===== config.mk =====
export PLATFORM = sky130hd
export DESIGN_NAME = warp_coalescer
export DESIGN_NICKNAME = d
export VERILOG_FILES = /design/src/rtl/wc_pkg.sv /design/src/rtl/wc_seg_min.sv /design/src/rtl/wc_popcount.sv /design/src/rtl/warp_coalescer.sv
export SDC_FILE = /design/constraint.sdc
export NUM_CORES = 2
export LEC_CHECK = 0
export BUFFER_PORTS_ARGS = -buffer_cell sky130_fd_sc_hd__buf_2
export CORE_ASPECT_RATIO = 1.4
export CORE_MARGIN = 2
export CORE_UTILIZATION = 30
export CTS_CLUSTER_SIZE = 28
export DETAILED_ROUTE_END_ITERATION = 7
export GPL_ROUTABILITY_DRIVEN = 0
export PLACE_DENSITY = 0.44
export RECOVER_POWER = 50
export SKIP_LAST_GASP = 1
export SLEW_MARGIN = 20
export SYNTH_ARGS = -nofsm -noshare
export SYNTH_HDL_FRONTEND = slang
export SYNTH_HIERARCHICAL = 1
export SYNTH_SLANG_ARGS = --single-unit
export TNS_END_PERCENT = 30

===== constraint.sdc =====
create_clock -name clk -period 261.3 [get_ports clk]
set_clock_uncertainty 0.2 [all_clocks]
set_input_delay 26.13 -clock clk [delete_from_list [all_inputs] [get_ports clk]]
set_output_delay 26.13 -clock clk [all_outputs]
set_load 0.02 [all_outputs]

===== src/rtl/wc_pkg.sv =====
package wc_pkg;
  typedef enum logic {
    WC_IDLE = 1'b0,
    WC_RUN  = 1'b1
  } wc_state_e;
endpackage


===== src/rtl/wc_seg_min.sv =====
// Finds the lowest segment index among the pending lanes and marks every
// pending lane that maps to it.
module wc_seg_min #(
  parameter int LANES = 32,
  parameter int SEG_W = 27
) (
  input  logic [LANES*SEG_W-1:0] lane_seg,
  input  logic [LANES-1:0]       mask,
  output logic [SEG_W-1:0]       min_seg,
  output logic                   any,
  output logic [LANES-1:0]       match
);
  logic [SEG_W-1:0] seg_a [LANES];

  genvar g;
  generate
    for (g = 0; g < LANES; g++) begin : g_unpack
      assign seg_a[g] = lane_seg[g*SEG_W +: SEG_W];
      assign match[g] = mask[g] && (seg_a[g] == min_seg);
    end
  endgenerate

  always_comb begin
    min_seg = '1;
    any     = 1'b0;
    for (int i = 0; i < LANES; i++) begin
      if (mask[i] && (!any || seg_a[i] < min_seg)) begin
        min_seg = seg_a[i];
        any     = 1'b1;
      end
    end
  end
endmodule


===== src/rtl/wc_popcount.sv =====
module wc_popcount #(
  parameter int N = 32,
  parameter int W = 6
) (
  input  logic [N-1:0] bits_in,
  output logic [W-1:0] count
);
  always_comb begin
    count = '0;
    for (int i = 0; i < N; i++) count = count + W'(bits_in[i]);
  end
endmodule


===== src/rtl/warp_coalescer.sv =====
module warp_coalescer #(
  parameter int LANES      = 32,
  parameter int ADDR_W     = 32,
  parameter int SEG_BYTES  = 32,
  parameter int WORD_BYTES = 4
) (
  input  logic                              clk,
  input  logic                              rst,
  input  logic                              in_valid,
  output logic                              in_ready,
  input  logic [LANES*ADDR_W-1:0]           in_addr,
  input  logic [LANES-1:0]                  in_active,
  output logic                              seg_valid,
  input  logic                              seg_ready,
  output logic [ADDR_W-1:0]                 seg_addr,
  output logic                              seg_last,
  output logic                              done,
  output logic [$clog2(LANES+1)-1:0]        txn_count,
  output logic [$clog2(LANES*WORD_BYTES+1)-1:0] useful_bytes,
  output logic [$clog2(LANES*SEG_BYTES+1)-1:0]  fetched_bytes
);
  import wc_pkg::*;

  localparam int SEG_SH = $clog2(SEG_BYTES);
  localparam int SEG_W  = ADDR_W - SEG_SH;
  localparam int TXN_W  = $clog2(LANES + 1);
  localparam int USE_W  = $clog2(LANES * WORD_BYTES + 1);
  localparam int FET_W  = $clog2(LANES * SEG_BYTES + 1);
  localparam int WB_SH  = $clog2(WORD_BYTES);

  wc_state_e          state;
  logic [LANES-1:0]   pending;
  logic [LANES*SEG_W-1:0] seg_store;
  logic [SEG_W-1:0]   min_seg;
  logic               any;
  logic [LANES-1:0]   match;
  logic [TXN_W-1:0]   act_cnt;
  logic               accept, take, load, finish;

  wc_seg_min #(.LANES(LANES), .SEG_W(SEG_W)) u_min (
    .lane_seg(seg_store), .mask(pending),
    .min_seg(min_seg), .any(any), .match(match)
  );

  wc_popcount #(.N(LANES), .W(TXN_W)) u_pop (
    .bits_in(in_active), .count(act_cnt)
  );

  assign in_ready = (state == WC_IDLE);
  assign accept   = in_valid && in_ready;
  assign take     = seg_valid && seg_ready;
  assign load     = (state == WC_RUN) && any && (!seg_valid || take);
  assign finish   = (state == WC_RUN) &&
                    ((take && seg_last) || (!seg_valid && !any));

  // Segment index store: written once per warp, no reset needed.
  genvar g;
  generate
    for (g = 0; g < LANES; g++) begin : g_store
      always_ff @(posedge clk) begin
        if (accept)
          seg_store[g*SEG_W +: SEG_W] <= in_addr[g*ADDR_W + SEG_SH +: SEG_W];
      end
    end
  endgenerate

  always_ff @(posedge clk) begin
    if (rst) begin
      state         <= WC_IDLE;
      pending       <= '0;
      seg_valid     <= 1'b0;
      seg_addr      <= '0;
      seg_last      <= 1'b0;
      done          <= 1'b0;
      txn_count     <= '0;
      useful_bytes  <= '0;
      fetched_bytes <= '0;
    end else begin
      done <= finish;
      if (accept) begin
        state         <= WC_RUN;
        pending       <= in_active;
        txn_count     <= '0;
        useful_bytes  <= USE_W'(act_cnt) << WB_SH;
        fetched_bytes <= '0;
      end
      if (load) begin
        seg_valid     <= 1'b1;
        seg_addr      <= {min_seg, {SEG_SH{1'b0}}};
        seg_last      <= ((pending & ~match) == '0);
        pending       <= pending & ~match;
        txn_count     <= txn_count + 1'b1;
        fetched_bytes <= fetched_bytes + FET_W'(SEG_BYTES);
      end else if (take) begin
        seg_valid <= 1'b0;
        seg_last  <= 1'b0;
      end
      if (finish) state <= WC_IDLE;
    end
  end

  // a stalled segment is held unchanged
  a_r8_hold_stalled: assert property (@(posedge clk) disable iff (rst)
    (seg_valid && !seg_ready) |=> (seg_valid && $stable(seg_addr)));

  // each following segment of a warp has a higher address
  a_r5_ascending: assert property (@(posedge clk) disable iff (rst)
    (take && !seg_last) |=> (seg_valid && seg_addr > $past(seg_addr)));

  // fetched bytes track the transaction count at completion
  a_r7_fetched: assert property (@(posedge clk) disable iff (rst)
    done |-> (fetched_bytes == (FET_W'(txn_count) << SEG_SH)));

  // completion is a single-cycle pulse
  a_r10_done_pulse: assert property (@(posedge clk) disable iff (rst)
    done |=> !done);

  // no new warp is accepted while a segment is outstanding
  a_r9_busy: assert property (@(posedge clk) disable iff (rst)
    seg_valid |-> !in_ready);

  // every load retires at least one pending lane
  a_r4_progress: assert property (@(posedge clk) disable iff (rst)
    load |=> ($countones(pending) < $countones($past(pending))));
endmodule


After elaboration in Yosys (flattened, before gate mapping)
Cells that the tools add are included.

word-level totals
  input bits = 1060
  bits in registers = 950
  output and inout port bits = 61

operators by class
  reduce and logical (&&, ||, !) cells = 140
  magnitude comparators = 31
  add/subtract/negate cells = 33
  mux-type cells = 73
  bitwise gates (word level) = 3
  equal/unequal tests = 32

operator list
  kind                                                             number
  27-bit == test                                                   32
  27-bit 2-to-1 mux                                                32
  27-bit less-than comparator                                      31
  6-bit by 1-bit adder with 6-bit output                           30
  1-bit logical AND                                                70
  32-bit 2-to-1 mux                                                2
  1-bit 2-to-1 mux                                                 35
  1-bit zero test                                                  33
  1-bit logical OR                                                 33
  32-bit bitwise AND                                               1
  32-bit zero test                                                 1
  32-bit NOT                                                       1
  11-bit 2-to-1 mux                                                2
  6-bit 2-to-1 mux                                                 2
  11-bit by 6-bit adder with 11-bit output, second input constant  1
  6-bit by 1-bit adder with 6-bit output, second input constant    1
  2-bit nonzero test                                               2
  1-bit by 1-bit adder with 2-bit output                           1
  2-bit OR reduction                                               1
  1-bit NOT                                                        1

Depth between registers and ports, before layout
  depth after elaboration = 131
  gate-level depth with buffers = 594
  gate-level depth less buffers = 499

Cells and area by module
Netlist, hierarchy kept.

by module, submodules not included
  module          seq. area each (um2)  area an instance (um2)  cells an instance  instances
  wc_seg_min      0.0                   45300.9                 6677               1
  warp_coalescer  27566.4               29389.4                 1298               1
  wc_popcount     0.0                   845.8                   94                 1

Worst setup path before layout
No wires, ideal clock.

  path kind = register -> register
  start = reg pending[0]
  end = reg seg_last
  arrival = 90.578 ns
  buffers on the path = 96
  period minus slack after synthesis = 90.847 ns
  required time = 261.031 ns
  cell stages (with the launch flop) = 538
  setup slack = 170.453 ns
  path through = dfxtp_1 > buf_2 > inv_1 > buf_4 > clkbuf_1 > clkbuf_1 > nor2_1 > ha_1 > and4_1 > nand4_1 > nor4_2 > o41a_4 > nor3_1 > o21ai_0 > clkbuf_1 > clkbuf_1 > clkbuf_1 > nor2_1 > [502 not listed] > nor4_1 > nand2_1 > or4_4 > buf_6 > buf_6 > a31oi_2 > a21oi_1 > buf_4 > buf_2 > xor2_1 > nor4_1 > nand4_1 > nor4_1 > nand2b_1 > o2111ai_1 > a2111oi_2 > nand4_1 > o21ai_1

on the way
  word-level cells in the longest chain between the ends = 131
  elaborated cells on any way between the ends = 259

RTL lines
  item                                                            line                  RTL
  start: declaration                                              warp_coalescer.sv:32  logic [LANES-1:0] pending;
  start signal: assignment                                        warp_coalescer.sv:82  pending <= in_active;
  start signal: assignment                                        warp_coalescer.sv:91  pending <= pending & ~match;
  27-bit 2-to-1 mux or 1-bit 2-to-1 mux (tied branches)           wc_seg_min.sv:27      if (mask[i] && (!any || seg_a[i] < min_seg)) begin
  27-bit less-than comparator or 1-bit zero test (tied branches)  wc_seg_min.sv:27
  1-bit logical OR                                                wc_seg_min.sv:27
  1-bit logical AND                                               wc_seg_min.sv:27
  27-bit 2-to-1 mux or 1-bit 2-to-1 mux (tied branches)           wc_seg_min.sv:27
  27-bit less-than comparator or 1-bit zero test (tied branches)  wc_seg_min.sv:27
  1-bit logical OR                                                wc_seg_min.sv:27
  1-bit logical AND                                               wc_seg_min.sv:27
  [116 not listed]                                                --
  27-bit 2-to-1 mux *                                             wc_seg_min.sv:27
  27-bit == test *                                                wc_seg_min.sv:19      assign match[g] = mask[g] && (seg_a[g] == min_seg);
  1-bit logical AND *                                             wc_seg_min.sv:19
  named net match[25]                                             warp_coalescer.sv:36  logic [LANES-1:0] match;
  32-bit NOT *                                                    warp_coalescer.sv:90  seg_last <= ((pending & ~match) == '0);
  32-bit bitwise AND *                                            warp_coalescer.sv:90
  32-bit zero test *                                              warp_coalescer.sv:90
  1-bit 2-to-1 mux *                                              warp_coalescer.sv:87  if (load) begin
  end signal: assignment                                          warp_coalescer.sv:90
  end: declaration                                                warp_coalescer.sv:16  output logic seg_last,

The timed path passes the listed nets; every way through them passes the cells marked *.
A chain may end at the register's enable or synchronous reset.

Final worst setup path
  start = reg pending[0]
  end = reg seg_last

on the way
  word-level cells in the longest chain between the ends = 131
  elaborated cells on any way between the ends = 259

RTL lines
  item                                                            line                  RTL
  27-bit 2-to-1 mux or 1-bit 2-to-1 mux (tied branches)           wc_seg_min.sv:27
  27-bit less-than comparator or 1-bit zero test (tied branches)  wc_seg_min.sv:27
  1-bit logical OR                                                wc_seg_min.sv:27
  1-bit logical AND                                               wc_seg_min.sv:27
  27-bit 2-to-1 mux or 1-bit 2-to-1 mux (tied branches)           wc_seg_min.sv:27
  27-bit less-than comparator or 1-bit zero test (tied branches)  wc_seg_min.sv:27
  1-bit logical OR                                                wc_seg_min.sv:27
  1-bit logical AND                                               wc_seg_min.sv:27
  [117 not listed]                                                --
  named net min_seg[7]                                            warp_coalescer.sv:34  logic [SEG_W-1:0] min_seg;
  27-bit == test *                                                wc_seg_min.sv:19
  1-bit logical AND *                                             wc_seg_min.sv:19
  named net match[25]                                             warp_coalescer.sv:36
  32-bit NOT *                                                    warp_coalescer.sv:90
  32-bit bitwise AND *                                            warp_coalescer.sv:90
  32-bit zero test *                                              warp_coalescer.sv:90
  1-bit 2-to-1 mux *                                              warp_coalescer.sv:87

Marked as above.

==> results.toml <==
[outcome]
status = "finished with violations"
violations = "capacitance limit, slew limit"

[synthesis]
synth_ff_type = "edfxtp_1"
yosysWarnings = 6
synth_area_leaders = "edfxtp_1, ha_1, xnor2_1"
ys_seq_area_frac = 0.365
synth.cell_area_sq_um = 75500
synth_edf_count = 864
ys_ff_latch = 945
avgSynthCellArea_sq_um = 9.36
async_flop_share = 0
synth_top_cell_area_share = 0.343
synthCells = 8069
synthDistinctLibCells = 137
yosysTopAreaCell = "edfxtp_1"

[clock_network]
htree_levels = 3
path_clk_slew_ns = 0.07
postCtsHoldBufs = 0
cts-buffers-inserted = 107
cts_root_buffer = "clkbuf_16"
post_cts_buffers = 0
clkSinkCount = 945
clock_latency_ns = 0.79
clockBufferDepth = 3
post_cts_resized = 0
cts_tree = "yes"

[timing]
hold_viol = 0
fmax_mhz = 9.23
timing.final.crit_period_ns = 108.37
timing.final.crit_share = 0.415
slew-limit-headroom = -2.34
finalSetupTns_ns = 0
worst_pin_slew_ns = 5.00
finalSetupViolCount = 0
rsz0062_at_grt = "false"
drv_slew = 182

[detailed_routing]
postRouteAntennaNets = 0
wl_um = 407000
drc = 0
vias_per_cell = 5.65
drt-initial-drc-count = 7364
avgRoutedWirePerCell_um = 33.0
vias = 69800
drtPass1Iterations = 7

[setup_path]
r2r_cells = 486
r2r_slack_ns = 152.94
worst_setup_path_end_kind = "flop"
cp.required_ns = 261.73
critPathKind = "flop to flop"
crit_slowest_cell = "nor4_1"
r2r-end = "seg_last$_SDFFE_PP0P_"
cp.arrival_ns = 108.79
cp_slowest_stage_delay_ns = 0.98
crit_fanout = 58
rr_startpoint = "pending[0]$_SDFFE_PP0P_"
worst_setup_path_start_kind = "flop"

[floorplanning]
dieArea_sq_um = 256000
ios = 1121
core_sq_um = 251000
die_x_um = 428
start_util = 0.301
rows = 218
fp.dieH_um = 598

[placed_design]
numPortBuffers = 948
hpwl_um = 321000
place_inst = 12100

[cells_and_area]
fin_cells = 12400
nNetsFinal = 10800
final_util = 0.348
synthToLayoutAreaGrowth_pct = 15.7
drive_gt1_frac = 0.142

[min_path]
hold_class = "flop to flop"
min_from = "seg_addr[11]$_SDFFE_PP0P_"
holdPathStages = 2
min_to = "seg_addr[11]$_SDFFE_PP0P_"

[global_routing]
grt_pass1_vias = 67000
grt-ovfl-total = 0
grt_pass1_wl_um = 543000
antenna_found_initial = 72
grt_max_degree = 186
grt_usage = 0.306

[job]
maxCapViolCount = 3
[worst max-delay path by stage]
stage / slack, ns / startpoint / endpoint / cells after the start
2_1_floorplan: 170.45 / pending[0]$_SDFFE_PP0P_ / seg_last$_SDFFE_PP0P_ / 537
3_3_place_gp: 157.18 / pending[0]$_SDFFE_PP0P_ / seg_last$_SDFFE_PP0P_ / 493
3_5_place_dp: 156.10 / pending[0]$_SDFFE_PP0P_ / seg_last$_SDFFE_PP0P_ / 497
4_1_cts: 155.74 / pending[0]$_SDFFE_PP0P_ / seg_last$_SDFFE_PP0P_ / 490
5_1_grt: 146.79 / pending[0]$_SDFFE_PP0P_ / seg_last$_SDFFE_PP0P_ / 497
6_report: 152.94 / pending[0]$_SDFFE_PP0P_ / seg_last$_SDFFE_PP0P_ / 486
[per-layer routing]
layer  part of all wire  global-route usage
met4              0.080               0.208
met5            0.00024                   0
met3              0.073              0.0545
met1               0.39               0.368
met2               0.46               0.497
[cell usage after synthesis (29+ instances only)]
cell      count
edfxtp_1    864
ha_1        756
inv_1       731
nand2_1     632
o21ai_0     613
a21oi_1     539
nor2_1      493
xnor2_1     471
xor2_1      371
nand4_1     207
clkbuf_1    157
a21o_1      156
nor4_1      153
mux2_2      141
nand3_1     134
nor3_1      127
nor2b_1     106
buf_2        94
nand2b_1     87
a31oi_1      86
dfxtp_1      81
mux2i_1      65
buf_4        61
o21a_1       56
and3_1       53
a22oi_1      43
a211oi_1     40
o211ai_1     40
o22ai_1      36
a221oi_1     35
or3_1        33
o21ai_1      32
and2_1       29
[layout by cell type, fill, tap and decap left out, drive strengths merged, types with 26 or more instances in the layout]
| master | n |
|---|---|
| o21ai | 650 |
| diode | 26 |
| nor2 | 496 |
| mux2 | 154 |
| nor4 | 155 |
| o221ai | 26 |
| o21a | 56 |
| or3 | 33 |
| nand2 | 633 |
| a22oi | 43 |
| nand4 | 207 |
| a21o | 157 |
| a211oi | 42 |
| nand3 | 135 |
| a21oi | 549 |
| and2 | 29 |
| a31oi | 90 |
| clkbuf | 437 |
| edfxtp | 864 |
| inv | 762 |
| nor3 | 129 |
| nor2b | 106 |
| clkinv | 40 |
| nand2b | 88 |
| mux2i | 79 |
| buf | 785 |
| o31ai | 26 |
| xor2 | 371 |
| a221oi | 38 |
| xnor2 | 471 |
| and3 | 53 |
| ha | 756 |
| o22ai | 38 |
| dfxtp | 81 |
| o211ai | 42 |
[state kept, by name, indices dropped and copies added, names as in the netlist]
register,cells
seg_store,864
pending,32
seg_addr,27
fetched_bytes,6
txn_count,6
useful_bytes,6
done,1
seg_last,1
seg_valid,1
state,1
[stage by stage]
step	setup slack [ns]	instance area, sq um	hold slack (ns)
global route	146.79	87300	0.273
detailed placement	156.10	84200	0.247
global placement	157.18	84200	0.244
floorplan	170.45	75600	0.282
finish	152.94	87400	0.257
CTS	155.74	87700	0.257
[cells by family after synthesis]
kind of cell	share of synthesized area
simple gates	0.142
buf+inv	0.0613
fa+ha+maj	0.133
xor+xnor	0.0976
flops	0.365
mux	0.0351
compound gates	0.166
other cells	0.0000496
[worst max-delay path, delay by kind of cell, from the launching register on]
kind / cells / cell delay [ns]
flip-flops: 1 / 0.49
adder cells (fa/ha/maj): 31 / 9.44
AO/OA/AOI/OAI: 235 / 52.66
AND/OR/NAND/NOR: 154 / 26.35
multiplexers: 11 / 3.66
buffers and inverters: 54 / 14.32
XOR/XNOR: 1 / 0.23
[area by class of cell]
type / count / area [sq um]
diodes: 26 / 65.1
clock buffers: 121 / 2790
clock inverters: 78 / 721
fillers: 26000 / 164000
inverters: 742 / 2790
multi-input cells: 6037 / 43700
flip-flops and latches: 945 / 27600
well taps: 3300 / 4130
repair buffers: 1101 / 5580
Power is not shown: default switching activity piles up to over one toggle a cycle in this logic, so the estimate is an artifact.
